===== src/rtl/dsi_pkg.sv =====
package dsi_pkg;

  localparam int PKT_BIT    = 0;
  localparam int TX_ERR_BIT = 1;
  localparam int RX_ERR_BIT = 2;
  localparam int CNT_LSB    = 16;
  localparam int NIB_W      = 4;
  localparam int NUM_CH     = 2;

  typedef struct packed {
    logic txPktAck;
    logic txErrAck;
    logic rxPktAck;
    logic rxErrAck;
    logic maskWr;
  } ctlStrobes_t;

  typedef enum logic [2:0] {
    SEL_NONE,
    SEL_TX,
    SEL_RX,
    SEL_MASK,
    SEL_INTR
  } rdSel_t;

endpackage


===== src/rtl/dsi_ctrl.sv =====
module dsi_ctrl
  import dsi_pkg::*;
#(
  parameter int ADDR_W   = 7,
  parameter int DATA_W   = 32,
  parameter int TX_OFF   = 'h62,
  parameter int RX_OFF   = 'h65,
  parameter int MASK_OFF = 'h66,
  parameter int INTR_OFF = 'h67
) (
  input  logic [ADDR_W-1:0] regAddr,
  input  logic              regWrEn,
  input  logic [DATA_W-1:0] regWrData,
  output ctlStrobes_t       strobes,
  output rdSel_t            rdSel
);

  localparam logic [ADDR_W-1:0] TX_A   = ADDR_W'(TX_OFF);
  localparam logic [ADDR_W-1:0] RX_A   = ADDR_W'(RX_OFF);
  localparam logic [ADDR_W-1:0] MASK_A = ADDR_W'(MASK_OFF);
  localparam logic [ADDR_W-1:0] INTR_A = ADDR_W'(INTR_OFF);

  logic hitTx, hitRx, hitMask, hitIntr;

  always_comb begin
    hitTx   = (regAddr == TX_A);
    hitRx   = (regAddr == RX_A);
    hitMask = (regAddr == MASK_A);
    hitIntr = (regAddr == INTR_A);
  end

  always_comb begin
    strobes.txPktAck = regWrEn && hitTx && regWrData[PKT_BIT];
    strobes.txErrAck = regWrEn && hitTx && regWrData[TX_ERR_BIT];
    strobes.rxPktAck = regWrEn && hitRx && regWrData[PKT_BIT];
    strobes.rxErrAck = regWrEn && hitRx && regWrData[RX_ERR_BIT];
    strobes.maskWr   = regWrEn && hitMask;
  end

  always_comb begin
    if (hitTx)        rdSel = SEL_TX;
    else if (hitRx)   rdSel = SEL_RX;
    else if (hitMask) rdSel = SEL_MASK;
    else if (hitIntr) rdSel = SEL_INTR;
    else              rdSel = SEL_NONE;
  end

endmodule


===== src/rtl/dsi_pkt_track.sv =====
module dsi_pkt_track #(
  parameter int CNT_W = 8
) (
  input  logic             clk,
  input  logic             rstN,
  input  logic             evtInc,
  input  logic             ackDec,
  input  logic             evtErr,
  input  logic             ackErr,
  output logic [CNT_W-1:0] cnt,
  output logic             pktFlag,
  output logic             errFlag
);

  localparam logic [CNT_W-1:0] CNT_MAX = {CNT_W{1'b1}};
  localparam logic [CNT_W-1:0] CNT_ONE = CNT_W'(1);

  always_ff @(posedge clk or negedge rstN) begin
    if (!rstN) begin
      cnt     <= '0;
      pktFlag <= 1'b0;
    end else begin
      unique case ({evtInc, ackDec})
        2'b10: begin
          if (cnt != CNT_MAX) cnt <= cnt + CNT_ONE;
          pktFlag <= 1'b1;
        end
        2'b01: begin
          if (cnt != '0) cnt <= cnt - CNT_ONE;
          if (cnt <= CNT_ONE) pktFlag <= 1'b0;
        end
        2'b11: pktFlag <= 1'b1;
        default: ;
      endcase
    end
  end

  always_ff @(posedge clk or negedge rstN) begin
    if (!rstN)       errFlag <= 1'b0;
    else if (evtErr) errFlag <= 1'b1;
    else if (ackErr) errFlag <= 1'b0;
  end

endmodule


===== src/rtl/dsi_datapath.sv =====
module dsi_datapath
  import dsi_pkg::*;
#(
  parameter int DATA_W = 32,
  parameter int CNT_W  = 8
) (
  input  logic              clk,
  input  logic              rstN,
  input  ctlStrobes_t       strobes,
  input  rdSel_t            rdSel,
  input  logic [DATA_W-1:0] wrData,
  input  logic              txSentEvt,
  input  logic              txUnderrunEvt,
  input  logic              rxRecvEvt,
  input  logic              rxOverflowEvt,
  output logic [DATA_W-1:0] rdData,
  output logic              irqOut
);

  localparam int VEC_W = NUM_CH * NIB_W;

  logic [NUM_CH-1:0] incEvt, incAck, errEvt, errAck;
  logic [CNT_W-1:0]  chCnt   [NUM_CH];
  logic [NUM_CH-1:0] chPkt, chErr;
  logic [DATA_W-1:0] statusWord [NUM_CH];
  logic [DATA_W-1:0] maskReg;
  logic [VEC_W-1:0]  pendVec, intrVec;

  always_comb begin
    incEvt = {rxRecvEvt, txSentEvt};
    incAck = {strobes.rxPktAck, strobes.txPktAck};
    errEvt = {rxOverflowEvt, txUnderrunEvt};
    errAck = {strobes.rxErrAck, strobes.txErrAck};
  end

  for (genvar ch = 0; ch < NUM_CH; ch++) begin : g_ch
    localparam int ERR_POS = (ch == 0) ? TX_ERR_BIT : RX_ERR_BIT;

    dsi_pkt_track #(.CNT_W(CNT_W)) i_track (
      .clk    (clk),
      .rstN   (rstN),
      .evtInc (incEvt[ch]),
      .ackDec (incAck[ch]),
      .evtErr (errEvt[ch]),
      .ackErr (errAck[ch]),
      .cnt    (chCnt[ch]),
      .pktFlag(chPkt[ch]),
      .errFlag(chErr[ch])
    );

    always_comb begin
      statusWord[ch]                  = '0;
      statusWord[ch][CNT_LSB +: CNT_W] = chCnt[ch];
      statusWord[ch][PKT_BIT]         = chPkt[ch];
      statusWord[ch][ERR_POS]         = chErr[ch];
    end

    assign pendVec[ch*NIB_W +: NIB_W] = statusWord[ch][NIB_W-1:0];
  end

  always_ff @(posedge clk or negedge rstN) begin
    if (!rstN)               maskReg <= '0;
    else if (strobes.maskWr) maskReg <= wrData;
  end

  always_comb begin
    intrVec = maskReg[VEC_W-1:0] & pendVec;
    irqOut  = |intrVec;
  end

  always_comb begin
    unique case (rdSel)
      SEL_TX:   rdData = statusWord[0];
      SEL_RX:   rdData = statusWord[1];
      SEL_MASK: rdData = maskReg;
      SEL_INTR: rdData = DATA_W'(intrVec);
      default:  rdData = '0;
    endcase
  end

endmodule


===== src/rtl/dma_status_irq.sv =====
module dma_status_irq
  import dsi_pkg::*;
#(
  parameter int ADDR_W   = 7,
  parameter int DATA_W   = 32,
  parameter int CNT_W    = 8,
  parameter int TX_OFF   = 'h62,
  parameter int RX_OFF   = 'h65,
  parameter int MASK_OFF = 'h66,
  parameter int INTR_OFF = 'h67
) (
  input  logic              clk,
  input  logic              rstN,
  input  logic [ADDR_W-1:0] regAddr,
  input  logic              regWrEn,
  input  logic [DATA_W-1:0] regWrData,
  output logic [DATA_W-1:0] regRdData,
  input  logic              txSentEvt,
  input  logic              txUnderrunEvt,
  input  logic              rxRecvEvt,
  input  logic              rxOverflowEvt,
  output logic              irqOut
);

  ctlStrobes_t strobes;
  rdSel_t      rdSel;

  dsi_ctrl #(
    .ADDR_W  (ADDR_W),
    .DATA_W  (DATA_W),
    .TX_OFF  (TX_OFF),
    .RX_OFF  (RX_OFF),
    .MASK_OFF(MASK_OFF),
    .INTR_OFF(INTR_OFF)
  ) i_ctrl (
    .regAddr  (regAddr),
    .regWrEn  (regWrEn),
    .regWrData(regWrData),
    .strobes  (strobes),
    .rdSel    (rdSel)
  );

  dsi_datapath #(
    .DATA_W(DATA_W),
    .CNT_W (CNT_W)
  ) i_dp (
    .clk          (clk),
    .rstN         (rstN),
    .strobes      (strobes),
    .rdSel        (rdSel),
    .wrData       (regWrData),
    .txSentEvt    (txSentEvt),
    .txUnderrunEvt(txUnderrunEvt),
    .rxRecvEvt    (rxRecvEvt),
    .rxOverflowEvt(rxOverflowEvt),
    .rdData       (regRdData),
    .irqOut       (irqOut)
  );

endmodule


===== config.mk =====
export PLATFORM = sky130hd
export DESIGN_NAME = dma_status_irq
export DESIGN_NICKNAME = d
export VERILOG_FILES = /design/src/rtl/dsi_pkg.sv /design/src/rtl/dsi_ctrl.sv /design/src/rtl/dsi_pkt_track.sv /design/src/rtl/dsi_datapath.sv /design/src/rtl/dma_status_irq.sv
export SDC_FILE = /design/constraint.sdc
export NUM_CORES = 1
export LEC_CHECK = 0
export ABC_AREA = 0
export BUFFER_PORTS_ARGS = -buffer_cell sky130_fd_sc_hd__buf_2
export CORE_MARGIN = 5
export CORE_UTILIZATION = 48
export CTS_CLUSTER_DIAMETER = 60
export DETAILED_ROUTE_END_ITERATION = 8
export GPL_ROUTABILITY_DRIVEN = 0
export PLACE_DENSITY_LB_ADDON = 0.3
export SYNTH_ARGS = -nofsm -noshare
export SYNTH_HDL_FRONTEND = slang
export SYNTH_SLANG_ARGS = --single-unit

===== constraint.sdc =====
create_clock -name clk -period 2.1 [get_ports clk]
set_clock_uncertainty 0.2 [all_clocks]
set_input_delay 0.315 -clock clk [delete_from_list [all_inputs] [get_ports clk]]
set_output_delay 0.315 -clock clk [all_outputs]
set_load 0.02 [all_outputs]

* After elaboration in Yosys (flattened, before gate mapping)
Index checks and enable logic that the tools add are counted.
Storage, ports and cells: input bits 46, output and inout port bits 33, register bits after elaboration 52, logic and storage cells 77
Cells by class: bitwise logic cells 1, $lt $le $gt $ge 2, multiplexer cells 19, equality and inequality tests 22, reductions and logical operators 22, $add $sub $neg 4
Operators with widths (number):
- $pmux W32 S4 | 1
- $mux W8 | 4
- $pmux W8 S2 | 2
- $eq A7 B7 Y1 const B | 4
- $add A8 B1 Y8 const B | 2
- $le A8 B1 Y1 const B | 2
- $ne A8 B8 Y1 const B | 2
- $reduce_bool A8 Y1 | 2
- $sub A8 B1 Y8 const B | 2
- $mux W3 | 4
- $ne A2 B2 Y1 const B | 6
- $reduce_bool A2 Y1 | 6
- $and A8 B7 Y8 | 1
- $eq A2 B2 Y1 const B | 4
- $reduce_or A8 Y1 | 1
- $logic_and A1 B1 Y1 | 7
- $eq A3 B2 Y1 const B | 2
- $mux W1 | 6
- $reduce_and A3 Y1 | 2
- $eq A2 B1 Y1 const B | 2
- $pmux W1 S2 | 2
- $reduce_and A2 Y1 | 2
- $reduce_or A2 Y1 | 2
- $eq A3 B1 Y1 const B | 1
- $eq A3 B3 Y1 const B | 1

* Longest topological paths before layout
Gate-level depths: netlist of run 1.
depth in word-level cells 7, depth in mapped cells 12, depth with buffers taken out 9

* By module
Synthesis of run 1 repeated with hierarchy kept, for this count alone.
Second synthesis, totals: cell total of the unflattened synthesis 291, area total of the unflattened synthesis 3239.4 um2
By module, submodules not included:
- dsi_datapath | seq. area each 800.8 um2, cells each 140, area each 1745.4 um2, times used 1
- dsi_pkt_track | seq. area each 250.2 um2, cells each 66, area each 695.7 um2, times used 2
- dsi_ctrl | seq. area each 0.0 um2, cells each 19, area each 102.6 um2, times used 1

* Worst setup path before layout of run 1
OpenSTA, ideal clock, no wires.
path type input-to-reg, start point input regAddr[3], end point register i_dp.g_ch[1].i_track.cnt[5], data required time 1.777 ns, arrival 2.612 ns, cell stages on the path 11, buffers on the path 2, slack -0.835 ns, library setup time 0.123 ns, path through and4bb_2 -> and4b_1 -> clkbuf_1 -> nand3_1 -> inv_1 -> ha_1 -> clkbuf_1 -> or3b_2 -> o32ai_1 -> nand3_1 -> xnor2_1
Between the ends: word-level cells in the longest chain between the ends 6, elaborated cells on any way between the ends 10, classes of those cells eq/ne: 5; mux: 1; reduce/logical: 4
RTL lines:
- from (decl) | line dma_status_irq.sv:14 | input logic [ADDR_W-1:0] regAddr,
- $eq A7 B7 Y1 * | line dsi_ctrl.sv:27 | hitRx = (regAddr == RX_A);
- $logic_and A1 B1 Y1 * (2 in series) | line dsi_ctrl.sv:35 | strobes.rxPktAck = regWrEn && hitRx && regWrData[PKT_BIT];
- $eq A2 B1 Y1 or $eq A2 B2 Y1 (tied branches) | line dsi_pkt_track.sv:23 | unique case ({evtInc, ackDec})
- $ne A2 B2 Y1 (no source line) or $reduce_bool A2 Y1 (tied branches)
- $reduce_and A3 Y1 (no source line)
- to (signal assigned) | line dsi_pkt_track.sv:25 | if (cnt != CNT_MAX) cnt <= cnt + CNT_ONE;
- to (signal assigned) | line dsi_pkt_track.sv:29 | if (cnt != '0) cnt <= cnt - CNT_ONE;
- to (decl) | line dsi_pkt_track.sv:10 | output logic [CNT_W-1:0] cnt,
Mark *: on every way between the ends. The rest lies on a longest branch, timed or not. A chain may end at the register's enable or synchronous reset.

* Worst setup path in the final report of run 1
start point input regAddr[4], end point register i_dp.g_ch[0].i_track.cnt[7]
Between the ends: word-level cells in the longest chain between the ends 6, elaborated cells on any way between the ends 10, classes of those cells eq/ne: 5; mux: 1; reduce/logical: 4
RTL lines:
- $eq A7 B7 Y1 * | line dsi_ctrl.sv:26 | hitTx = (regAddr == TX_A);
- $logic_and A1 B1 Y1 * (2 in series) | line dsi_ctrl.sv:33 | strobes.txPktAck = regWrEn && hitTx && regWrData[PKT_BIT];
- $eq A2 B1 Y1 or $eq A2 B2 Y1 (tied branches) | line dsi_pkt_track.sv:23
- $ne A2 B2 Y1 (no source line) or $reduce_bool A2 Y1 (tied branches)
- $reduce_and A3 Y1 (no source line)
- to (signal assigned) | line dsi_pkt_track.sv:25
- to (signal assigned) | line dsi_pkt_track.sv:29
- to (decl) | line dsi_pkt_track.sv:10
Marked as above.

==> results.md, run 1 <==
- The run finished, with violations left.
- The final reports fail on setup timing.
- After detailed routing, the number of remaining DRC violations is 0.
- Wire segments on met3 add up to 555 um in the final route.
- The worst endpoint required time is 2140 ps.
- Using the TritonRoute via totals, the vias-per-cell ratio works out to 5.57.
- The highest layer used for signal routing is met4.
- Internal power comes to 1.97 mW.
- From synthesis to final layout, the design area changed by 44.4%.
- Of the total synthesized cell area, the portion taken by full adders, half adders and majority gates is 5.83%.
- The maximum vdd ir drop is 0.000488 V.
- The total count of max-transition violations in the final report came to 0.
- The slew of the pin with the lowest slew margin is 515 ps.
- In this run the biggest area consumer among cell types represents 43.3% of the synthesized area.
- The number of distinct library cells after synthesis is 53.
- Entering global routing, the biggest net connects 34 pins.
- Setup violations remaining at the end of the flow were counted as 36.
- The yosys synthesis warning count is 0.
- In this run, flip-flops and latches consume 43.3% of the power.
- The detail route stage leaves a number of antenna-violating nets equal to 0.
- At the worst endpoint, the arrival time is 2310 ps.
- The power spent charging and discharging nets is 1.14 mW.
- Of the total synthesized cell area, the portion taken by XOR and XNOR cells is 4.66%.
- Detailed routing inserted a total of 2628 vias.
- The first global-routing pass estimated 12000 um of wire.
- Sequential elements use 43.3% of the synthesized area.
- The number of endpoints with negative hold slack in the final report is 0.
- The H-tree was split into 2 levels.
- The via count of the first global-routing pass is 2547.
- The total core area is 5990 sq um.
- The TritonCTS clock tree is yes.
- The CTS sink count is 52.
- The synthesized area divided by synthesized cell count is 10.7 sq um.
- The synthesized netlist devotes 20.2% of its cell area to simple gates.
- The routed wirelength normalized by instance count is 17.8 um.
- The initial antenna violation count is 0.
- The max-capacitance violation count is 0.
- The global-route congestion overflow total is 0.
- The die covers 7940 sq um.
- The mux contribution to synthesized area is 13.3%.
- Detailed placement finished with a half-perimeter wire length of 5580 um.
- The cell count after synthesis came out at 282.
- The share of post-route cells with drive strength above 1 is 55.4%.
- The count of buffers added on input and output ports is 78.
- The worst slew margin relative to its limit is 65.7%.
- STA classifies the critical path endpoint as a flop.
- Of the total power, combinational logic draws 37.0%.
- The overall power is 3.11 mW.
- In this run, synthesis produced a sequential element count of 52.
- The number of top-level pins is 79.
- Counting along the longest clock path gives a buffer depth of 2.
- For this run, the top clock speed supported by timing is 441 MHz.
- The iteration count of the initial detailed-routing pass is 4.
- The root buffer selected by CTS is sky130_fd_sc_hd__clkbuf_8.
- The fraction of power consumed by the clock network is 19.6%.
- In the final routing, the length of wire on met1 measures 3240 um.
- The highest net fanout along the worst path is 3.
- After layout, the worst setup slack is -167 ps.
- The critical setup path kind is in2reg.
- The commonest cells after synthesis are 52 x sky130_fd_sc_hd__dfrtp_1, 32 x sky130_fd_sc_hd__mux2_2, 30 x sky130_fd_sc_hd__nand2_1.
- Wire segments on met2 add up to 4450 um in the final route.
- The category of the worst setup path launch point is an input pin.
- The diode insertion count for antenna repair is 0.
- The post-route minimum period is 2270 ps.
- Of the total power, the share spent switching nets is 36.6%.
- Clock latency on the worst-skew pair, taken at its later pin, is 310 ps.
- The number of standard-cell rows in the floorplan is 28.
- The die span in y is 89.1 um.
- In this run the power density over the cells is 717 nW/um^2.
- After detailed routing, the total wire length is 8400 um.
- Counting flops with a built-in enable in the synthesized netlist gives 0.
- The final period utilization is 108%.
- The clock-pin slew on the worst setup and hold paths is 100 ps.
- By instance count, the leading cell after synthesis is sky130_fd_sc_hd__dfrtp_1.
- The setup total negative slack is -2430 ps.
- In this run, the number of DRC markers left after iteration 0 of detailed routing was 102.
- After synthesis, the largest family of logic cells by area is simple AND/OR/NAND/NOR gates.
- After synthesis, the share of flip-flops with an asynchronous set or reset is 100%.
- The total routing resource utilization after global routing is 19.4%.
- In the final design database the tool counted 456 nets.
- Setup repair after global routing could not meet its margin everywhere.
- The chip width is 89.1 um.
- In the synthesized netlist the dominant register cell turns out to be sky130_fd_sc_hd__dfrtp_1.
- The number of nets in the synthesized netlist is 342.
- After synthesis, the cell types taking the most area are sky130_fd_sc_hd__dfrtp_1 43%, sky130_fd_sc_hd__mux2_2 12%, sky130_fd_sc_hd__ha_1 5.8%, sky130_fd_sc_hd__and2_1 4.0%, sky130_fd_sc_hd__nand2_1 3.7%.
- The classification of the worst-slack hold path is in2reg.
- The initial core utilization is 50.2%.
- The netlist area before placement is 3010 sq um.
- The compound-gate portion of the synthesized area is 9.16%.
- The library cell occupying the most area in the post-synthesis netlist is sky130_fd_sc_hd__dfrtp_1.
- The static power due to leakage is 2.12 nW.
- The number of clock buffers inserted by TritonCTS is 5.
worst paths after layout:
check | start | end | slack (ps) | depth (start not counted)
setup / recovery | regAddr[4] | i_dp.g_ch[0].i_track.cnt[7] | -170 | 10
hold / removal | regWrData[15] | i_dp.maskReg[15] | 20 | 2
setup reg to reg | i_dp.g_ch[1].i_track.cnt[3] | i_dp.g_ch[1].i_track.cnt[3] | -30 | 4
hold reg to reg | i_dp.maskReg[8] | i_dp.maskReg[8] | 310 | 1
max in group asynchronous | rstN | i_dp.maskReg[2] | 860 | 3
min in group asynchronous | rstN | i_dp.g_ch[0].i_track.cnt[6] | 300 | 2
power by group through the flow:
stage                     sequential, mW  clock, mW  combinational (mW)
after global routing                1.37      0.674                1.27
final                               1.35      0.610                1.15
after CTS                           1.34      0.627                1.06
after global placement              1.35          0                1.02
after detailed placement            1.36          0                1.05
after floorplan                     1.38          0               0.625
worst max-delay path: stages:
cell	delay, ps
sky130_fd_sc_hd__buf_6	90
sky130_fd_sc_hd__and4bb_2	340
sky130_fd_sc_hd__and3_4	210
sky130_fd_sc_hd__nand3_4	90
sky130_fd_sc_hd__inv_4	80
sky130_fd_sc_hd__ha_4	140
sky130_fd_sc_hd__or3b_4	390
sky130_fd_sc_hd__o31ai_1	210
sky130_fd_sc_hd__and4bb_1	260
sky130_fd_sc_hd__xor2_1	170
stage by stage:
step	area [sq um]	util [%]	setup slack, ps	hold slack, ps	cells
floorplan	3140	-	-409	-181	282
global placement	3760	62.8	-371	109	451
detailed placement	3760	62.8	-484	126	451
CTS	3950	65.9	-76.3	17.6	465
global route	4340	72.4	-245	4.65	472
finish	4340	72.4	-167	24.7	472
per-layer routing:
metal / up-vias / global-route usage [%]
li1: 1225 / -
met5: - / 0
met1: 1302 / 25.5
met2: 88 / 33.0
met4: 0 / 4.60
met3: 13 / 4.24
registers in the layout, indices dropped and copies added (netlist names):
register,count
i_dp.g_ch.i_track.pktFlag,2
i_dp.g_ch.i_track.cnt,16
i_dp.g_ch.i_track.errFlag,2
i_dp.maskReg,32
logic make-up after synthesis:
group,count (synthesis)
AOI/OAI and AO/OA,36
xor gates and xnor gates,16
adders and majority gates,14
buffers and inverters,23
DFF,52
muxes,36
and+or+nand+nor,105
final cells by class:
type | instances | area [sq um]
multi-input combinational | 207 | 1830
fill | 397 | 1650
sequential | 52 | 1300
timing repair buffer | 121 | 985
tap | 75 | 93.8
clock buffer | 5 | 68.8
inverter | 9 | 36.3
clock inverter | 3 | 27.5
placed cells by master, fill, tap and decap left out, types with 2 or more instances in the layout:
cell and n:
sky130_fd_sc_hd__mux2_2 32, sky130_fd_sc_hd__o22a_1 2, sky130_fd_sc_hd__a22oi_1 8, sky130_fd_sc_hd__mux2i_1 4
sky130_fd_sc_hd__ha_1 11, sky130_fd_sc_hd__o32a_1 2, sky130_fd_sc_hd__inv_1 7, sky130_fd_sc_hd__buf_6 29
sky130_fd_sc_hd__nor2b_1 2, sky130_fd_sc_hd__nand3_1 6, sky130_fd_sc_hd__clkbuf_16 2, sky130_fd_sc_hd__nand2b_1 3
sky130_fd_sc_hd__a21o_1 2, sky130_fd_sc_hd__nand2_1 26, sky130_fd_sc_hd__dlygate4sd3_1 3, sky130_fd_sc_hd__nand4_1 4
sky130_fd_sc_hd__or2_2 2, sky130_fd_sc_hd__xor2_1 6, sky130_fd_sc_hd__or4_4 3, sky130_fd_sc_hd__buf_4 35
sky130_fd_sc_hd__o31ai_1 2, sky130_fd_sc_hd__dfrtp_1 52, sky130_fd_sc_hd__and4b_2 2, sky130_fd_sc_hd__clkbuf_8 5
sky130_fd_sc_hd__a31oi_1 3, sky130_fd_sc_hd__a21oi_1 2, sky130_fd_sc_hd__xnor2_1 9, sky130_fd_sc_hd__and2_4 18
sky130_fd_sc_hd__buf_2 48, sky130_fd_sc_hd__nor2_1 7, sky130_fd_sc_hd__ha_4 2, sky130_fd_sc_hd__buf_12 3
sky130_fd_sc_hd__nand4b_1 2, sky130_fd_sc_hd__nor3_2 5, sky130_fd_sc_hd__nand3_4 2, sky130_fd_sc_hd__nand3_2 3
sky130_fd_sc_hd__or3b_4 2, sky130_fd_sc_hd__a22oi_2 2, sky130_fd_sc_hd__nand2_2 4
repair_timing:
action / in CTS / in global routing
hold buffers: 3 / 0
gates resized for setup: 8 / 95
endpoints found under the setup margin: 19 / 44
setup buffers: 3 / 6
pin swaps: 7 / 13
cloned: 0 / 2
endpoints found under the hold margin: 21 / 0
(Power assumes the default switching activity.)
==> run 2: changes to the inputs <==
--- a/config.mk
+++ b/config.mk
@@ -13,6 +13,8 @@
 export DETAILED_ROUTE_END_ITERATION = 8
 export GPL_ROUTABILITY_DRIVEN = 0
 export PLACE_DENSITY_LB_ADDON = 0.3
+export SETUP_SLACK_MARGIN = 0.4
+export SKIP_LAST_GASP = 1
 export SYNTH_ARGS = -nofsm -noshare
 export SYNTH_HDL_FRONTEND = slang
 export SYNTH_SLANG_ARGS = --single-unit
==> run 2 against run 1 <==
Against the previous run:
- the run still ends with setup timing left
- maximum frequency rose by 1.5%
- cell area grew 11%
- die area unchanged
- critical endpoint is now regRdData[22]
- largest power group unchanged
==> results.md, run 2 (same netlist as run 1, synthesis figures left out) <==
- The flow ran to the end, but the final reports show violations.
- The checks that failed: setup timing.
- The switching share of power is 38.6%.
- The largest net degree at the start of global routing is 37.
- The instance count on the critical path is 9.
- Walking the worst path, the cells encountered are buf_6 -> and4bb_2 -> and4b_2 -> buf_4 -> buf_8 -> a22oi_1 -> buf_4 -> nand2_4 -> buf_6.
- The number of inserted filler cells in the final layout is 305.
- The total wire length is 10000 um.
- The first TritonRoute pass finished after 4 iterations.
- Data arrives at the worst endpoint at 1720 ps.
- The setup slack of the most critical reg-to-reg path is -10 ps.
- The reg-to-reg critical path startpoint is i_dp.g_ch[1].i_track.cnt[2].
- TritonCTS built the clock tree.
- In the routed layout, each cell is associated on average with a via count of 5.67.
- The die is 89.1 um wide.
- The routed wirelength normalized by instance count is 20.4 um.
- The total routing resource utilization after global routing is 23.0%.
- The DRC violation count after routing is 0.
- The count of H-tree levels built during CTS is 2.
- The root buffer selected by CTS is sky130_fd_sc_hd__clkbuf_8.
- In this run, placement finished with an instance count of 453.
- For the worst-skew pair, the clock arrives at the later sink with an insertion delay of 330 ps.
- The fraction of power consumed by combinational cells is 38.6%.
- Per report_power, the sequential group accounts for 42.0% of the total.
- Summing all multi-input logic gate instances after layout gives 2020 sq um.
- Once detail routing completed, the nets flagged for antenna violations numbered 0.
- The via count of the first global-routing pass is 2856.
- The routed design could run at a clock period as short as 2230 ps.
- Tracing the worst setup path back leads to its startpoint at regAddr[4].
- The power per cell area is 685 nW/um^2.
- The highest attainable clock frequency is 448 MHz.
- The initial antenna violation count is 0.
- For this design the total switching power over the nets is 1.27 mW.
- In this run the worst path has a maximum fanout of 10.
- The capturing element type of the critical path is a primary output.
- The CTS sink count is 52.
- The final setup violation count is 36.
- The post-route netlist has 66.7% of its cells at a drive strength greater than 1.
- The count of buffers added on input and output ports is 78.
- The final worst setup slack is -134 ps.
- The leading cell type in the layout, fill and taps excluded is sky130_fd_sc_hd__dfrtp_1.
- The worst-case IR drop observed on VDD is 0.000453 V.
- Setup repair after global routing could not meet its margin everywhere.
- The global-route congestion overflow total is 0.
- The largest registers in the layout are i_dp.maskReg x32, i_dp.g_ch.i_track.cnt x16.
- The first-pass GRT wire length is 14200 um.
- STA puts the critical path data required time at 1580 ps.
- The library cell contributing the largest single delay on the critical path is sky130_fd_sc_hd__and4bb_2.
- The number of cells on the worst reg-to-reg path is 4.
- The count of routing violations after the opening detailed-route iteration is 134.
- Among cell families on the critical path, the largest total delay comes from simple AND/OR/NAND/NOR gates.
- The register with the most flip-flops in the layout has 32 of them.
- Once placement finished, the instance area stood at 3930 sq um.
- The max-capacitance violation count is 0.
- After legalization and detailed placement, the total HPWL measured 5470 um.
- The capturing element of the worst setup path is regRdData[22].
- The final period utilization is 106%.
- The die span in y is 89.1 um.
- The total area inside the core boundary comes to 5990 sq um.
- The end of the worst register-to-register path is i_dp.g_ch[1].i_track.cnt[1].
- In this run the deepest clock path goes through 2 buffers.
- The total count of max-transition violations in the final report is 0.
- The net count reported at finish is 477.
- The number of clock buffers added by TritonCTS is 5.
- At the pin with the least slew margin, the transition time is 441 ps.
- The worst hold path belongs to the class in2reg.
- The library cells used most frequently in the layout, excluding fill and tap cells, are 51 x sky130_fd_sc_hd__dfrtp_1, 45 x sky130_fd_sc_hd__buf_6, 43 x sky130_fd_sc_hd__buf_2, 42 x sky130_fd_sc_hd__buf_4, 32 x sky130_fd_sc_hd__mux2_2.
- The worst setup path is launched from an input pin.
- The worst slew margin relative to its limit is 70.3%.
- The final cell area excluding filler cells is 4820 sq um.
- The number of endpoints with negative hold slack in the final report is 0.
- 79 I/O pins were placed.
- The clock network burns 19.5% of the power.
- The total area of sequential cells is 1300 sq um.
- The area of the die is 7940 sq um.
- The cell-internal power is 2.02 mW.
- The overall power is 3.30 mW.
- The static power due to leakage is 2.28 nW.
- The floorplan has 28 rows.
- The most flop-heavy register is i_dp.maskReg.
- After the flow finishes, the layout carries non-filler instances totaling 493.
- The layout overhead on the synthesized area is 60.3%.
- The final route contains 2794 vias.
- The critical path contains buffers and inverters numbering 5 combined.
- The diode insertion count for antenna repair is 0.
- The setup path with the least slack is of type in2out.
- The maximum single-stage delay on the critical path is 320 ps.
- Clock-pin slew was measured on the worst setup and hold paths at 120 ps.
- The initial core utilization is 50.2%.
## run 2: changes by cell type in the layout (fill, tap and decap cells not counted), moves of 4 or more
cell / before / now
sky130_fd_sc_hd__and2_4: 18 / 10
sky130_fd_sc_hd__buf_4: 35 / 42
sky130_fd_sc_hd__buf_2: 48 / 43
sky130_fd_sc_hd__a22oi_1: 8 / 4
sky130_fd_sc_hd__a22oi_2: 2 / 6
sky130_fd_sc_hd__nand2_2: 4 / 18
sky130_fd_sc_hd__buf_6: 29 / 45
sky130_fd_sc_hd__nand2_1: 26 / 9
sky130_fd_sc_hd__and2_2: 0 / 9
## run 2: per-stage QoR
stage | TNS (ps) | utilization, % | worst slack (ps) | hold WS, ps
CTS | -1380 | 77.4 | -65.6 | 20.9
global placement | -5070 | 65.6 | -375 | 67.0
detailed placement | -5800 | 65.6 | -462 | 76.3
floorplan | -4580 | - | -404 | -181
finish | -2710 | 80.4 | -134 | 11.7
global route | -5260 | 80.4 | -165 | 14.4
## run 2: worst min-delay path by stage
stage / startpoint / end / slack [ps] / depth (start not counted)
floorplan: rstN / i_dp.g_ch[0].i_track.cnt[0] / -180 / 0
global placement: rstN / i_dp.maskReg[30] / 70 / 1
detailed placement: rstN / i_dp.maskReg[30] / 80 / 1
CTS: regWrData[15] / i_dp.maskReg[15] / 20 / 2
global route: regWrData[14] / i_dp.maskReg[14] / 10 / 2
finish: regWrData[24] / i_dp.maskReg[24] / 10 / 2
## run 2: power by group through the flow
stage / Clock, mW / Sequential, mW / Combinational, mW
after detailed placement: 0 / 1.37 / 1.04
after CTS: 0.627 / 1.36 / 1.16
after global placement: 0 / 1.36 / 1.00
final: 0.642 / 1.39 / 1.27
after global routing: 0.686 / 1.41 / 1.39
after floorplan: 0 / 1.38 / 0.638
## run 2: area by class of cell
cell class              count  share of cell area, %
clock inverters             3                  0.571
well taps                  75                   1.95
inverters                   9                  0.753
multi-input cells         207                   42.0
repair buffers            142                   26.3
clock buffers               5                   1.43
flip-flops and latches     52                   27.0
## run 2: what timing repair did
action,4_1_cts,5_1_grt
pin swaps,18,15
hold endpoints to repair,18,0
resized for setup,104,24
setup buffers,19,6
hold buffers,3,0
gates cloned,3,1
endpoints found under the setup margin,51,83
## run 2: metal layers
metal	up-vias	GRT usage (%)	share of wire (%)
met5	-	0	0
met4	0	6.09	2.1
met3	16	4.33	7.7
met2	119	41.6	51
met1	1385	28.1	39
li1	1274	-	-
